**src/rtl/strap_pkg.sv**
```systemverilog
package strap_pkg;

    localparam int FS_W   = 3;
    localparam int CODE_W = 3;

    typedef enum logic [CODE_W-1:0] {
        FQ_100     = 3'd0,
        FQ_133     = 3'd1,
        FQ_200     = 3'd2,
        FQ_266     = 3'd3,
        FQ_33      = 3'd4,
        FQ_14P318  = 3'd5,
        FQ_48      = 3'd6
    } freq_e;

    typedef struct packed {
        logic            narrow;   // 1: two-input table
        logic [FS_W-1:0] fs;       // {c,b,a}
    } strap_t;

    typedef struct packed {
        freq_e cpu;
        logic  rsv;
    } cpu_sel_t;

    localparam freq_e SRC_FIXED = FQ_100;
    localparam freq_e PCI_FIXED = FQ_33;
    localparam freq_e REF_FIXED = FQ_14P318;
    localparam freq_e USB_FIXED = FQ_48;

    // Three-input table: index {c,b,a}
    function automatic cpu_sel_t decode_wide(input logic [FS_W-1:0] fs);
        cpu_sel_t r;
        r.rsv = 1'b0;
        case (fs)
            3'b101:  r.cpu = FQ_100;
            3'b001:  r.cpu = FQ_133;
            3'b010:  r.cpu = FQ_200;
            3'b000:  r.cpu = FQ_266;
            default: begin
                r.cpu = FQ_100;
                r.rsv = 1'b1;
            end
        endcase
        return r;
    endfunction

    // Two-input table: index {b,a}, c not used
    function automatic cpu_sel_t decode_narrow(input logic [1:0] ba);
        cpu_sel_t r;
        r.rsv = 1'b0;
        case (ba)
            2'b00:   r.cpu = FQ_100;
            2'b01:   r.cpu = FQ_133;
            2'b10:   r.cpu = FQ_200;
            default: begin
                r.cpu = FQ_100;
                r.rsv = 1'b1;
            end
        endcase
        return r;
    endfunction

endpackage

```
**src/rtl/pg_sync.sv**
```systemverilog
module pg_sync #(
    parameter int STAGES = 2
) (
    input  logic clk,
    input  logic rst,
    input  logic d_async,
    output logic q_sync
);
    logic [STAGES-1:0] chain;

    always_ff @(posedge clk or posedge rst) begin
        if (rst) chain <= '1;                 // inactive (high) level
        else     chain <= {chain[STAGES-2:0], d_async};
    end

    assign q_sync = chain[STAGES-1];
endmodule

```
**src/rtl/strap_lock.sv**
```systemverilog
module strap_lock
    import strap_pkg::*;
(
    input  logic   clk,
    input  logic   rst,
    input  logic   take,      // synchronized power-good low
    input  strap_t strap_in,
    output strap_t strap_q,
    output logic   locked
);
    always_ff @(posedge clk or posedge rst) begin
        if (rst) begin
            locked  <= 1'b0;
            strap_q <= '0;
        end else if (!locked && take) begin
            locked  <= 1'b1;
            strap_q <= strap_in;
        end
    end
endmodule

```
**src/rtl/cpu_table_decode.sv**
```systemverilog
module cpu_table_decode
    import strap_pkg::*;
(
    input  logic     locked,
    input  strap_t   strap_q,
    output cpu_sel_t sel
);
    cpu_sel_t wide_sel;
    cpu_sel_t narrow_sel;

    always_comb begin
        wide_sel   = decode_wide(strap_q.fs);
        narrow_sel = decode_narrow(strap_q.fs[1:0]);
        if (!locked) begin
            sel.cpu = FQ_100;
            sel.rsv = 1'b0;
        end else if (strap_q.narrow) begin
            sel = narrow_sel;
        end else begin
            sel = wide_sel;
        end
    end
endmodule

```
**src/rtl/strap_freq_latch.sv**
```systemverilog
module strap_freq_latch
    import strap_pkg::*;
#(
    parameter int SYNC_STAGES = 2
) (
    input  logic              clk,
    input  logic              rst,
    input  logic              pg_n,
    input  logic              fs_a,
    input  logic              fs_b,
    input  logic              fs_c,
    input  logic              tbl_sel,
    output logic [CODE_W-1:0] cpu_code,
    output logic [CODE_W-1:0] src_code,
    output logic [CODE_W-1:0] pci_code,
    output logic [CODE_W-1:0] ref_code,
    output logic [CODE_W-1:0] usb_code,
    output logic              rsv_flag,
    output logic              freq_valid
);
    logic     pg_q;
    logic     pg_low;
    logic     locked;
    strap_t   strap_now;
    strap_t   strap_q;
    cpu_sel_t sel;

    pg_sync #(.STAGES(SYNC_STAGES)) u_sync (
        .clk     (clk),
        .rst     (rst),
        .d_async (pg_n),
        .q_sync  (pg_q)
    );

    assign pg_low = ~pg_q;

    always_comb begin
        strap_now.narrow = tbl_sel;
        strap_now.fs     = {fs_c, fs_b, fs_a};
    end

    strap_lock u_lock (
        .clk      (clk),
        .rst      (rst),
        .take     (pg_low),
        .strap_in (strap_now),
        .strap_q  (strap_q),
        .locked   (locked)
    );

    cpu_table_decode u_dec (
        .locked  (locked),
        .strap_q (strap_q),
        .sel     (sel)
    );

    assign cpu_code   = sel.cpu;
    assign rsv_flag   = sel.rsv;
    assign freq_valid = locked;
    assign src_code   = SRC_FIXED;
    assign pci_code   = PCI_FIXED;
    assign ref_code   = REF_FIXED;
    assign usb_code   = USB_FIXED;
endmodule


```
**config.mk**
```make
export PLATFORM = sky130hd
export DESIGN_NAME = strap_freq_latch
export DESIGN_NICKNAME = d
export VERILOG_FILES = /design/src/rtl/strap_pkg.sv /design/src/rtl/pg_sync.sv /design/src/rtl/strap_lock.sv /design/src/rtl/cpu_table_decode.sv /design/src/rtl/strap_freq_latch.sv
export SDC_FILE = /design/constraint.sdc
export NUM_CORES = 1
export LEC_CHECK = 0
export ABC_CLOCK_PERIOD_IN_PS = 1100
export CAP_MARGIN = 30
export CORE_AREA = 5 5 42 44
export DETAILED_ROUTE_END_ITERATION = 10
export DIE_AREA = 0 0 47 49
export DONT_BUFFER_PORTS = 1
export GPL_TIMING_DRIVEN = 0
export SETUP_SLACK_MARGIN = 0.4
export SLEW_MARGIN = 15
export SYNTH_ARGS = -nofsm -noshare
export SYNTH_HDL_FRONTEND = slang
export SYNTH_SLANG_ARGS = --single-unit
```
**constraint.sdc**
```tcl
create_clock -name clk -period 1.1 [get_ports clk]
set_input_delay 0.22 -clock clk [delete_from_list [all_inputs] [get_ports clk]]
set_output_delay 0.22 -clock clk [all_outputs]
set_load 0.02 [all_outputs]
```
==> After elaboration in Yosys (flattened, before gate mapping) <==
Cells that the tools add are included.
{ "word_totals": {"regBits": 7, "latchBits": 0, "ram_bits": 0, "romBits": 0, "inputBits": 7, "out_inout_bits": 17, "wordCells": 22, "mem_count": 0} }
{ "classes": {"n_addsub": 0, "multipliers": 0, "div_mod_pow": 0, "magnitude_cmp": 0, "eq_ne": 5, "n_shift": 0, "mux": 6, "n_bitwise": 1, "reduce_logical": 6} }
{ "op_table": {"columns": ["op", "n"], "rows": [
  ["$pmux W2 S3", 1],
  ["$mux W4", 1],
  ["$pmux W2 S2", 1],
  ["$reduce_or A4 Y1", 1],
  ["$eq A3 B1 Y1 const B", 1],
  ["$eq A3 B2 Y1 const B", 1],
  ["$eq A3 B3 Y1 const B", 1],
  ["$logic_not A3 Y1", 1],
  ["$mux W3", 1],
  ["$reduce_or A3 Y1", 1],
  ["$eq A2 B1 Y1 const B", 1],
  ["$eq A2 B2 Y1 const B", 1],
  ["$logic_not A2 Y1", 1],
  ["$mux W1", 2],
  ["$logic_and A1 B1 Y1", 1],
  ["$logic_not A1 Y1", 1],
  ["$not A1 Y1", 1]
]} }

==> Longest topological paths before layout <==
{ "logic_depth": {"word_depth": 5, "mapped_depth": 2, "ltp_nobuf": 2} }

==> Modules after synthesis <==
A second synthesis with hierarchy kept.
{ "unflattened": {"cells_unflattened": 41, "area_unflattened_um2": 420.4} }
{ "by_module_without_submodules": {"columns": ["mod", "instances", "cells_each", "area_per_inst_um2", "seq_area_each_um2"], "rows": [
  ["strap_lock", 1, 12, 193.9, 125.1],
  ["strap_freq_latch", 1, 15, 101.3, 0.0],
  ["cpu_table_decode", 1, 11, 68.8, 0.0],
  ["pg_sync", 1, 3, 56.3, 52.6]
]} }

==> Worst setup path before layout <==
Ideal clock, no wire load.
{ "synth_path": {"path_kind": "reg2out", "startpoint": "reg u_lock.locked", "endpoint": "out cpu_code[0]", "arrival_ns": 1.195, "t_required_ns": 0.880, "slack_ns": -0.315, "stages_incl_launch_ff": 3, "n_path_buf": 0, "path_cell_list": "dfrtp_1 > inv_2 > a2111oi_2"} }
{ "synth_between": {"elab_chain_cells": 1} }
{ "synth_rtl": {"columns": ["item", "line_no", "text"], "rows": [
  ["start: declaration", "strap_lock.sv:9", "output logic locked"],
  ["start signal: assignment", "strap_lock.sv:13", "locked <= 1'b0;"],
  ["start signal: assignment", "strap_lock.sv:16", "locked <= 1'b1;"],
  ["$mux W4", "cpu_table_decode.sv:14", "if (!locked) begin"],
  ["end: declaration", "strap_freq_latch.sv:13", "output logic [CODE_W-1:0] cpu_code,"]
]} }
No other way between the ends.

==> Final worst setup path <==
{ "layout_path": {"startpoint": "reg, netlist name u_lock.strap_q[3]", "endpoint": "out cpu_code[1]"} }
{ "layout_between": {"elab_chain_cells": 2} }
{ "layout_rtl": {"columns": ["item", "line_no", "text"], "rows": [
  ["$mux W3", "cpu_table_decode.sv:17", "end else if (strap_q.narrow) begin"],
  ["$mux W4", "cpu_table_decode.sv:14", null]
]} }
No other way between the ends.

==> flow_summary.ini <==
[run_status]
violations = setup timing
status = complete, but fails checks

[pwr]
p_int_uw = 481.3
power_frac_clock = 0.341
sw_frac_of_total = 0.2677
power.density_nw_per_um2 = 1101
p_switching_uw = 176.0
comb_power_share = 0.222
pwr-share-seq = 0.437
peakVddDrop_mv = 0.5502
p_leak_nw = 0.2850

[synthesis]
syn_area_per_cell_um2 = 10.92
synthCells = 37
synth_edf_count = 0
synth_top_area_frac = 0.3096
synth_area_um2 = 404.1
yosys-top-cells-area = dfrtp_1, buf_4, dfstp_2, mux2_2, a2111oi_2
synth-seq-area-share = 0.4396
ys_ff_latch = 7
synthTopCellsByCount = buf_4, dfrtp_1, inv_1, mux2_2
ys_types = 14
synth_area_leader_cell = dfrtp_1
synth-warning-count = 0
synthArstFlopShare = 1.000
synth-main-ff-cell = dfrtp_1
yosysMostFrequentCell = buf_4

[finish]
final_util = 0.4259
fin_nets = 64
antenna_cells = 0
nFillCells = 142
final_cells = 72
drive_gt1_frac = 0.6607
area_growth_pct = 47.68

[sta]
max_freq_mhz = 698.0
rsz0062_at_grt = true
finalSetupTns_ns = -1.103
finalHoldViolCount = 0
worst_slack_ns = -0.3326
min_period_ns = 1.433
drv_slew = 0
finalClockSkew_ns = 0.0005898
fin_crit_sh = 1.302
setup_viol = 7

[clocking]
cts_tree = built
clk_latency_ns = 0.24
cts_max_level = 1
path_clk_slew_ns = 0.05
clock_path_buffers = 2
cts_sinks = 7
cts_root_buf = clkbuf_4
cts_buffers = 3

[setup_path]
critPathCaptureType = output pin
crit_slowest_cell = dfrtp_2
path_cells = nor2b_4 > a2111oi_4
critPathKind = reg -> out
cp-start-kind = register
worstRegToRegCells = 2
critPathArrivalTime_ns = 1.21
crit_fanout = 4
worst_path_largest_cell_delay_ns = 0.45
cp_data_required_time_ns = 0.88

[grt]
antenna_found_initial = 0
grt_pass1_wl_mm = 1.062
grt_start_max_net_pins = 8
overflow = 0
grt_pass1_vias = 259
grtUsageTotal = 0.06828

[place]
place_ws_ns = -0.1300
numPortBuffers = 0
dp.cells = 64
place_congestion = 0.6536

[routing]
post-route-drc-count = 0
via_per_inst = 3.528
wl_per_cell_um = 9.319
drt-total-wl_um = 671
dr.pass1.iters = 4
ant_nets = 0
drt_iter0_drc = 1
vias = 254

[hold_path]
min_path_type = in -> reg
min_path_cells = 1

[job]
drv_cap = 0

[die]
core_area_um2 = 1401
start_util = 0.2884
die_w_um = 47
die_area_um2 = 2303
rows = 14
ios = 24
die_h_um = 49
## final timing paths
check / start / endpoint / slack [ns]
min in group asynchronous: rst / u_lock.strap_q[2]$_DFFE_PP0P_ / 0.33
max in group asynchronous: rst / u_sync.chain[0]$_DFF_PP1_ / 0.51
min reg2reg: u_sync.chain[0]$_DFF_PP1_ / u_sync.chain[1]$_DFF_PP1_ / 0.36
min: fs_b / u_lock.strap_q[1]$_DFFE_PP0P_ / 0.12
max: u_lock.strap_q[3]$_DFFE_PP0P_ / cpu_code[1] / -0.33
max reg2reg: u_lock.locked$_DFFE_PP0P_ / u_lock.strap_q[3]$_DFFE_PP0P_ / -0.06
## layout by cell type, fill, tap and decap left out
master / n
a2111oi_4: 2
a31o_4: 1
and3_4: 1
buf_4: 15
clkbuf_1: 1
clkbuf_4: 3
conb_1: 13
dfrtp_1: 1
dfrtp_2: 4
dfstp_2: 2
dlygate4sd3_1: 2
inv_1: 1
inv_2: 2
inv_4: 1
mux2_2: 1
mux2_4: 3
nand2_1: 1
nor2_4: 1
nor2b_4: 1
## sequential cells by signal, indices dropped and copies added, names as in the netlist
name / cells
u_sync.chain: 2
u_lock.locked: 1
u_lock.strap_q: 4
## critical path, delay by kind of cell, from the launching register on
kind	cells	cell delay [ns]
simple gates	1	0.08
compound gates	1	0.44
flops	1	0.45
## logic make-up (layout without fill, tap and decap cells)
logic type,after synthesis,count (layout),share of synthesized area
AO/OA/AOI/OAI,3,3,0.09598
buffers and inverters,17,25,0.2786
flip-flops,7,7,0.4396
multiplexers,4,4,0.1114
other,2,13,0.01858
AND/OR/NAND/NOR,4,4,0.05575
## through the flow
stage / power [mW] / hold slack (ns) / area (µm²)
6_report: 0.6573 / 0.1207 / 596.8
5_1_grt: 0.6953 / 0.1084 / 596.8
4_1_cts: 0.6722 / 0.1074 / 596.8
3_5_place_dp: 0.4238 / 0.04931 / 533.0
3_3_place_gp: 0.4230 / 0.05339 / 533.0
2_1_floorplan: 0.4165 / 0.02181 / 513.0
## cell type report
cell class,instances,area [µm²],area share
inverters,4,17.52,0.02935
multi-input cells,24,217.7,0.3648
flip-flops and latches,7,182.7,0.3061
well taps,16,20.02,0.03354
repair buffers,4,35.03,0.05870
plain buffers,13,97.59,0.1635
clock buffers,4,26.28,0.04403
## per-layer routing
metal  vias to the layer above  routed length (µm)  share of wire  track usage
li1                        132                   -              -            -
met4                         0                  13          0.019      0.06912
met5                         -                   0              0            0
met3                         2                  88           0.13      0.03321
met1                       108                 206           0.31      0.05896
met2                        12                 361           0.54       0.1041
## what timing repair did
action	in CTS	in global routing
pin swaps	3	1
hold endpoints to repair	6	0
hold buffers	2	0
gates resized for setup	4	0
endpoints found under the setup margin	9	9
buffers inserted	2	0
## power by group through the flow
stage | Sequential [mW] | Clock, mW | Combinational (mW)
global route | 0.289 | 0.250 | 0.156
finish | 0.287 | 0.224 | 0.146
global placement | 0.291 | 0 | 0.132
detailed placement | 0.292 | 0 | 0.132
floorplan | 0.289 | 0 | 0.128
CTS | 0.287 | 0.240 | 0.145
Power figures use the tool's default switching activity.
